`config.mk`:
```
export PLATFORM = sky130hd
export DESIGN_NAME = alarm_match
export DESIGN_NICKNAME = d
export VERILOG_FILES = /design/src/rtl/alarm_pkg.sv /design/src/rtl/alarm_regs.sv /design/src/rtl/alarm_cmp.sv /design/src/rtl/alarm_match.sv
export SDC_FILE = /design/constraint.sdc
export NUM_CORES = 1
export LEC_CHECK = 0
export BUFFER_PORTS_ARGS = -buffer_cell sky130_fd_sc_hd__buf_2
export CORE_MARGIN = 1
export CORE_UTILIZATION = 53
export CTS_CLUSTER_DIAMETER = 60
export DETAILED_ROUTE_END_ITERATION = 12
export PLACE_DENSITY = 0.79
export SYNTH_ARGS = -nofsm -noshare
export SYNTH_HDL_FRONTEND = slang
export SYNTH_SLANG_ARGS = --single-unit
```
`constraint.sdc`:
```
create_clock -name clk -period 2.7 [get_ports clk]
set_clock_uncertainty 0.15 [all_clocks]
set_input_delay 0.27 -clock clk [delete_from_list [all_inputs] [get_ports clk]]
set_output_delay 0.27 -clock clk [all_outputs]
set_load 0.01 [all_outputs]
```
`src/rtl/alarm_pkg.sv`:
```
package alarm_pkg;
   localparam int SEL_SEC  = 0;
   localparam int SEL_MIN  = 1;
   localparam int SEL_HOUR = 2;
   localparam int SEL_DATE = 3;
   localparam int SEL_ENA  = 4;
   localparam int N_FIELDS = 4;

   // bits of each alarm byte that take part in the compare
   function automatic logic [7:0] field_bits(input int idx);
      case (idx)
         SEL_SEC, SEL_MIN: field_bits = 8'h7F;
         default:          field_bits = 8'h3F;
      endcase
   endfunction

   // legal packed BCD whose value lies in [lo, hi]
   function automatic logic bcd_in_range(input logic [7:0] v, input int lo, input int hi);
      int val;
      val = int'(v[7:4]) * 10 + int'(v[3:0]);
      bcd_in_range = (v[3:0] <= 4'd9) && (val >= lo) && (val <= hi);
   endfunction

   function automatic logic field_ok(input int idx, input logic [7:0] v);
      case (idx)
         SEL_SEC, SEL_MIN: field_ok = bcd_in_range(v & 8'h7F, 0, 59);
         SEL_HOUR:         field_ok = bcd_in_range(v & 8'h3F, 0, 23);
         default:          field_ok = bcd_in_range(v & 8'h3F, 1, 31);
      endcase
   endfunction
endpackage

```
`src/rtl/alarm_regs.sv`:
```
module alarm_regs
   import alarm_pkg::*;
#(
   parameter int DATA_W = 8,
   parameter int SEL_W  = 3
) (
   input  logic                          clk,
   input  logic                          rst_n,
   input  logic                          wr_en,
   input  logic [SEL_W-1:0]              wr_sel,
   input  logic [DATA_W-1:0]             wr_data,
   input  logic [SEL_W-1:0]              rd_sel,
   output logic [DATA_W-1:0]             rd_data,
   output logic [N_FIELDS-1:0][DATA_W-1:0] alm_q,
   output logic [DATA_W-1:0]             ena_q
);
   genvar gi;
   generate
      for (gi = 0; gi < N_FIELDS; gi++) begin : g_field
         logic hit_sel;
         assign hit_sel = wr_en && (int'(wr_sel) == gi) && field_ok(gi, wr_data);
         always_ff @(posedge clk) begin
            if (!rst_n)       alm_q[gi] <= '0;
            else if (hit_sel) alm_q[gi] <= wr_data;
         end
      end
   endgenerate

   always_ff @(posedge clk) begin
      if (!rst_n)                                  ena_q <= '0;
      else if (wr_en && int'(wr_sel) == SEL_ENA)   ena_q <= wr_data;
   end

   always_comb begin
      if (int'(rd_sel) < N_FIELDS)       rd_data = alm_q[rd_sel[1:0]];
      else if (int'(rd_sel) == SEL_ENA)  rd_data = ena_q;
      else                               rd_data = '0;
   end
endmodule

```
`src/rtl/alarm_cmp.sv`:
```
module alarm_cmp
   import alarm_pkg::*;
#(
   parameter int DATA_W   = 8,
   parameter int MASK_BIT = 7
) (
   input  logic [N_FIELDS-1:0][DATA_W-1:0] alm_q,
   input  logic [N_FIELDS-1:0][DATA_W-1:0] cur,
   output logic                            hit
);
   logic [N_FIELDS-1:0] eq;
   logic [N_FIELDS-1:0] msk;

   genvar gi;
   generate
      for (gi = 0; gi < N_FIELDS; gi++) begin : g_eq
         assign eq[gi]  = ((alm_q[gi] ^ cur[gi]) & field_bits(gi)) == '0;
         assign msk[gi] = alm_q[gi][MASK_BIT];
      end
   endgenerate

   // mask ladder ordered {date, hour, min, sec}
   always_comb begin
      case (msk)
         4'b0000: hit = &eq;
         4'b1000: hit = eq[SEL_HOUR] & eq[SEL_MIN] & eq[SEL_SEC];
         4'b1100: hit = eq[SEL_MIN] & eq[SEL_SEC];
         4'b1110: hit = eq[SEL_SEC];
         default: hit = 1'b1;
      endcase
   end
endmodule

```
`src/rtl/alarm_match.sv`:
```
module alarm_match
   import alarm_pkg::*;
#(
   parameter int DATA_W   = 8,
   parameter int SEL_W    = 3,
   parameter int MASK_BIT = 7,
   parameter int ENA_BIT  = 7,
   parameter bit REG_IRQ  = 1'b1
) (
   input  logic              clk,
   input  logic              rst_n,
   input  logic              tick_1s,
   input  logic [DATA_W-1:0] cur_sec,
   input  logic [DATA_W-1:0] cur_min,
   input  logic [DATA_W-1:0] cur_hour,
   input  logic [DATA_W-1:0] cur_date,
   input  logic              wr_en,
   input  logic [SEL_W-1:0]  wr_sel,
   input  logic [DATA_W-1:0] wr_data,
   input  logic [SEL_W-1:0]  rd_sel,
   output logic [DATA_W-1:0] rd_data,
   output logic              irq
);
   generate
      if (DATA_W != 8) begin : g_bad_width
         $error("alarm_match: DATA_W must be 8 for BCD fields");
      end
      if (SEL_W < 3) begin : g_bad_sel
         $error("alarm_match: SEL_W must reach select 4");
      end
      if (MASK_BIT >= DATA_W || ENA_BIT >= DATA_W) begin : g_bad_bit
         $error("alarm_match: bit positions out of range");
      end
   endgenerate

   logic [N_FIELDS-1:0][DATA_W-1:0] alm_q;
   logic [N_FIELDS-1:0][DATA_W-1:0] cur;
   logic [DATA_W-1:0]               ena_q;
   logic                            hit;
   logic                            fire;

   assign cur[SEL_SEC]  = cur_sec;
   assign cur[SEL_MIN]  = cur_min;
   assign cur[SEL_HOUR] = cur_hour;
   assign cur[SEL_DATE] = cur_date;

   alarm_regs #(.DATA_W(DATA_W), .SEL_W(SEL_W)) u_regs (
      .clk(clk), .rst_n(rst_n), .wr_en(wr_en), .wr_sel(wr_sel),
      .wr_data(wr_data), .rd_sel(rd_sel), .rd_data(rd_data),
      .alm_q(alm_q), .ena_q(ena_q)
   );

   alarm_cmp #(.DATA_W(DATA_W), .MASK_BIT(MASK_BIT)) u_cmp (
      .alm_q(alm_q), .cur(cur), .hit(hit)
   );

   assign fire = tick_1s & hit & ena_q[ENA_BIT];

   generate
      if (REG_IRQ) begin : g_irq_reg
         always_ff @(posedge clk) begin
            if (!rst_n) irq <= 1'b0;
            else        irq <= fire;
         end
      end else begin : g_irq_comb
         assign irq = fire;
      end
   endgenerate
endmodule

```
==> results_dict.tcl <==
set metrics [dict create \
    yosys_most_used_dff "dfxtp_1" \
    n_fill_cell 383 \
    finalHoldViolCount 0 \
    cts_buffers 5 \
    die_y_um 69.2 \
    multi_input_comb_area_mm2 0.00148 \
    tightest_slew_ns 0.592 \
    drtAntennaViolNets 0 \
    finalMaxSlewViolations 0 \
    end_kind "register" \
    worst_slack_ns 0.365 \
    maxCapViolCount 0 \
    yosys_warnings 0 \
    post_cts_resized 0 \
    synthTopCellsByArea "dfxtp_1 (34%), mux2i_1 (13%), nand2_1 (10%)" \
    regArea_um2 821 \
    syn2layout_area_growth_pct 18.1 \
    slowest_stage "fa_1" \
    r2r_setup_slack_ns 0.78 \
    worstHoldStart "wr_data[7]" \
    num_vias 2076 \
    r2r_cells 5 \
    crit_end "u_regs.alm_q[14]" \
    h-tree-depth 2 \
    rsz0062_at_grt "false" \
    setup_violations 0 \
    cp-startpoint "wr_data[4]" \
    status "finished clean" \
    critPathTopFamily "adder cells" \
    power_per_cell_area_mw_per_mm2 475 \
    dr.pass1.iters 4 \
    start_util 0.549 \
    cts_root_buf "clkbuf_8" \
    total_power_mw 1.34 \
    synthArstFlopShare 0 \
    place_hpwl_um 4420 \
    drt_wl_total_um 6140 \
    cp.arrival_ns 2.41 \
    clk_latency_ns 0.31 \
    clock-sinks 41 \
    vdd_drop_max_v 0.000345 \
    drive_above_1_share 0.231 \
    p_leak_nw 1.19 \
    wire_per_inst_um 16.9 \
    final_common_cell "nand2_1" \
    post_cts_buffers 0 \
    nets 369 \
    grt.overflow.total 0 \
    dp_worst_setup_slack_ns 0.0919 \
    critPathBufInv 2 \
    synth.distinct_cells 39 \
    ioPinCount 59 \
    fin_crit_ns 2.33 \
    fmax_mhz 428 \
    critPathLaunchType "primary input" \
    relSlewSlack 0.605 \
    clkTransAtPathRegs_ns 0.09 \
    antennaDiodeCount 0 \
    synth_top_area_frac 0.343 \
    final_design_area_no_fill_mm2 0.00282 \
    synth-seq-cells 41 \
    die_x_um 69.2 \
    postPlaceCellArea_mm2 0.00271 \
    regToRegStartpoint "u_regs.alm_q[21]" \
    synth_nets 317 \
    yosysTopAreaCell "dfxtp_1" \
    core-area_mm2 0.00435 \
    critPathMaxStageDelay_ns 0.46 \
    grt_pass1_vias 2023 \
    grt_max_degree 36 \
    synth_edf_count 0 \
    syn_inst 259 \
    place.gp.congestion 0.875 \
    ys_seq_area_frac 0.343 \
    crit_chain "buf_2 -> ha_1 -> fa_1 -> xor2_1 -> a311oi_1 -> a211o_1 -> and4b_1 -> buf_12 -> mux2i_1" \
    timing.setup.tns_ns 0 \
    antenna_found_initial 0 \
    port_buffers 52 \
    synth_area_per_cell_um2 9.23 \
    drt_iter0_drc 132 \
    path_depth 9 \
    cp.required_ns 2.77 \
    grt_pass1_wl_um 9950 \
    track_usage 0.269 \
    drc_errors 0 \
    period_share 0.865 \
    syn-cell-area_mm2 0.00239 \
    crit_fanout 8 \
    die_area_mm2 0.00478 \
    vias_per_cell 5.70 \
    crit_type "in -> reg" \
    ctsHoldBuffers 0 \
    mostFrequentLayoutCells "nand2_1 (66), buf_2 (52), dfxtp_1 (41)" \
    std_cell_rows 24 \
    hold_class "in -> reg" \
    cts_tree "done" \
    r2r-end "irq" \
    clock_path_buffers 2 \
]
stage by stage:
stage,util,hold slack [ns],cells
after floorplan,-,0.265,259
after global placement,0.622,0.289,356
after detailed placement,0.622,0.308,356
after CTS,0.648,0.0864,364
after global routing,0.648,0.138,364
final,0.648,0.0817,364
metal layers:
layer / track usage / vias up / wire length (um)
met3: 0.0409 / 11 / 333
li1: - / 1006 / -
met4: 0.118 / 0 / 147
met1: 0.353 / 988 / 2800
met2: 0.437 / 71 / 2860
met5: 0 / - / 0
registers in the layout (all words and copies together), names as in the netlist:
name,count
u_regs.ena_q,8
irq,1
u_regs.alm_q,32
synthesized netlist by cell type (all sizes together), types with 2 or more instances:
library cell / count
buf: 5
dfxtp: 41
xnor2: 13
o21ai: 10
nand3: 2
nand2: 66
xor2: 16
a211o: 2
a21o: 3
nor4: 3
clkbuf: 7
ha: 7
mux2i: 31
nor2: 4
and3: 3
mux4: 8
a21boi: 8
inv: 8
nand4: 4
a21oi: 2
kinds of logic (layout without fill, tap and decap cells):
group | count (synthesis) | after routing | share of synthesized area
DFF | 41 | 41 | 0.343
buffers and inverters | 20 | 73 | 0.0377
AOI/OAI and AO/OA | 33 | 33 | 0.0952
xor gates and xnor gates | 29 | 29 | 0.106
and+or+nand+nor | 89 | 89 | 0.166
adders and majority gates | 8 | 8 | 0.0450
muxes | 39 | 39 | 0.207
power by group:
| group | switching (mW) | internal (mW) |
|---|---|---|
| Combinational | 0.104 | 0.0855 |
| Clock | 0.228 | 0.302 |
| Sequential | 0.00844 | 0.614 |
| Total | 0.341 | 1.00 |
worst min path at each step:
stage                       end  slack, ns  cells past startpoint
6_report        u_regs.ena_q[7]       0.08                      3
5_1_grt         u_regs.ena_q[1]       0.14                      3
4_1_cts         u_regs.ena_q[7]       0.09                      3
3_5_place_dp    u_regs.ena_q[0]       0.31                      2
3_3_place_gp   u_regs.alm_q[30]       0.29                      2
2_1_floorplan   u_regs.ena_q[0]       0.26                      2
worst register-to-register path: cells and delay by family (launching register included):
family          cells  cell delay, ns
compound gates      3            0.78
simple gates        1            0.40
flops               1            0.34
xor+xnor            1            0.16
final cells by class:
class / count / area share
repair buffers: 57 / 0.110
well taps: 52 / 0.0230
inverters: 8 / 0.0106
flip-flops and latches: 41 / 0.291
clock buffers: 7 / 0.0306
clock inverters: 1 / 0.0106
multi-input cells: 198 / 0.524
(Power assumes the default switching activity.)
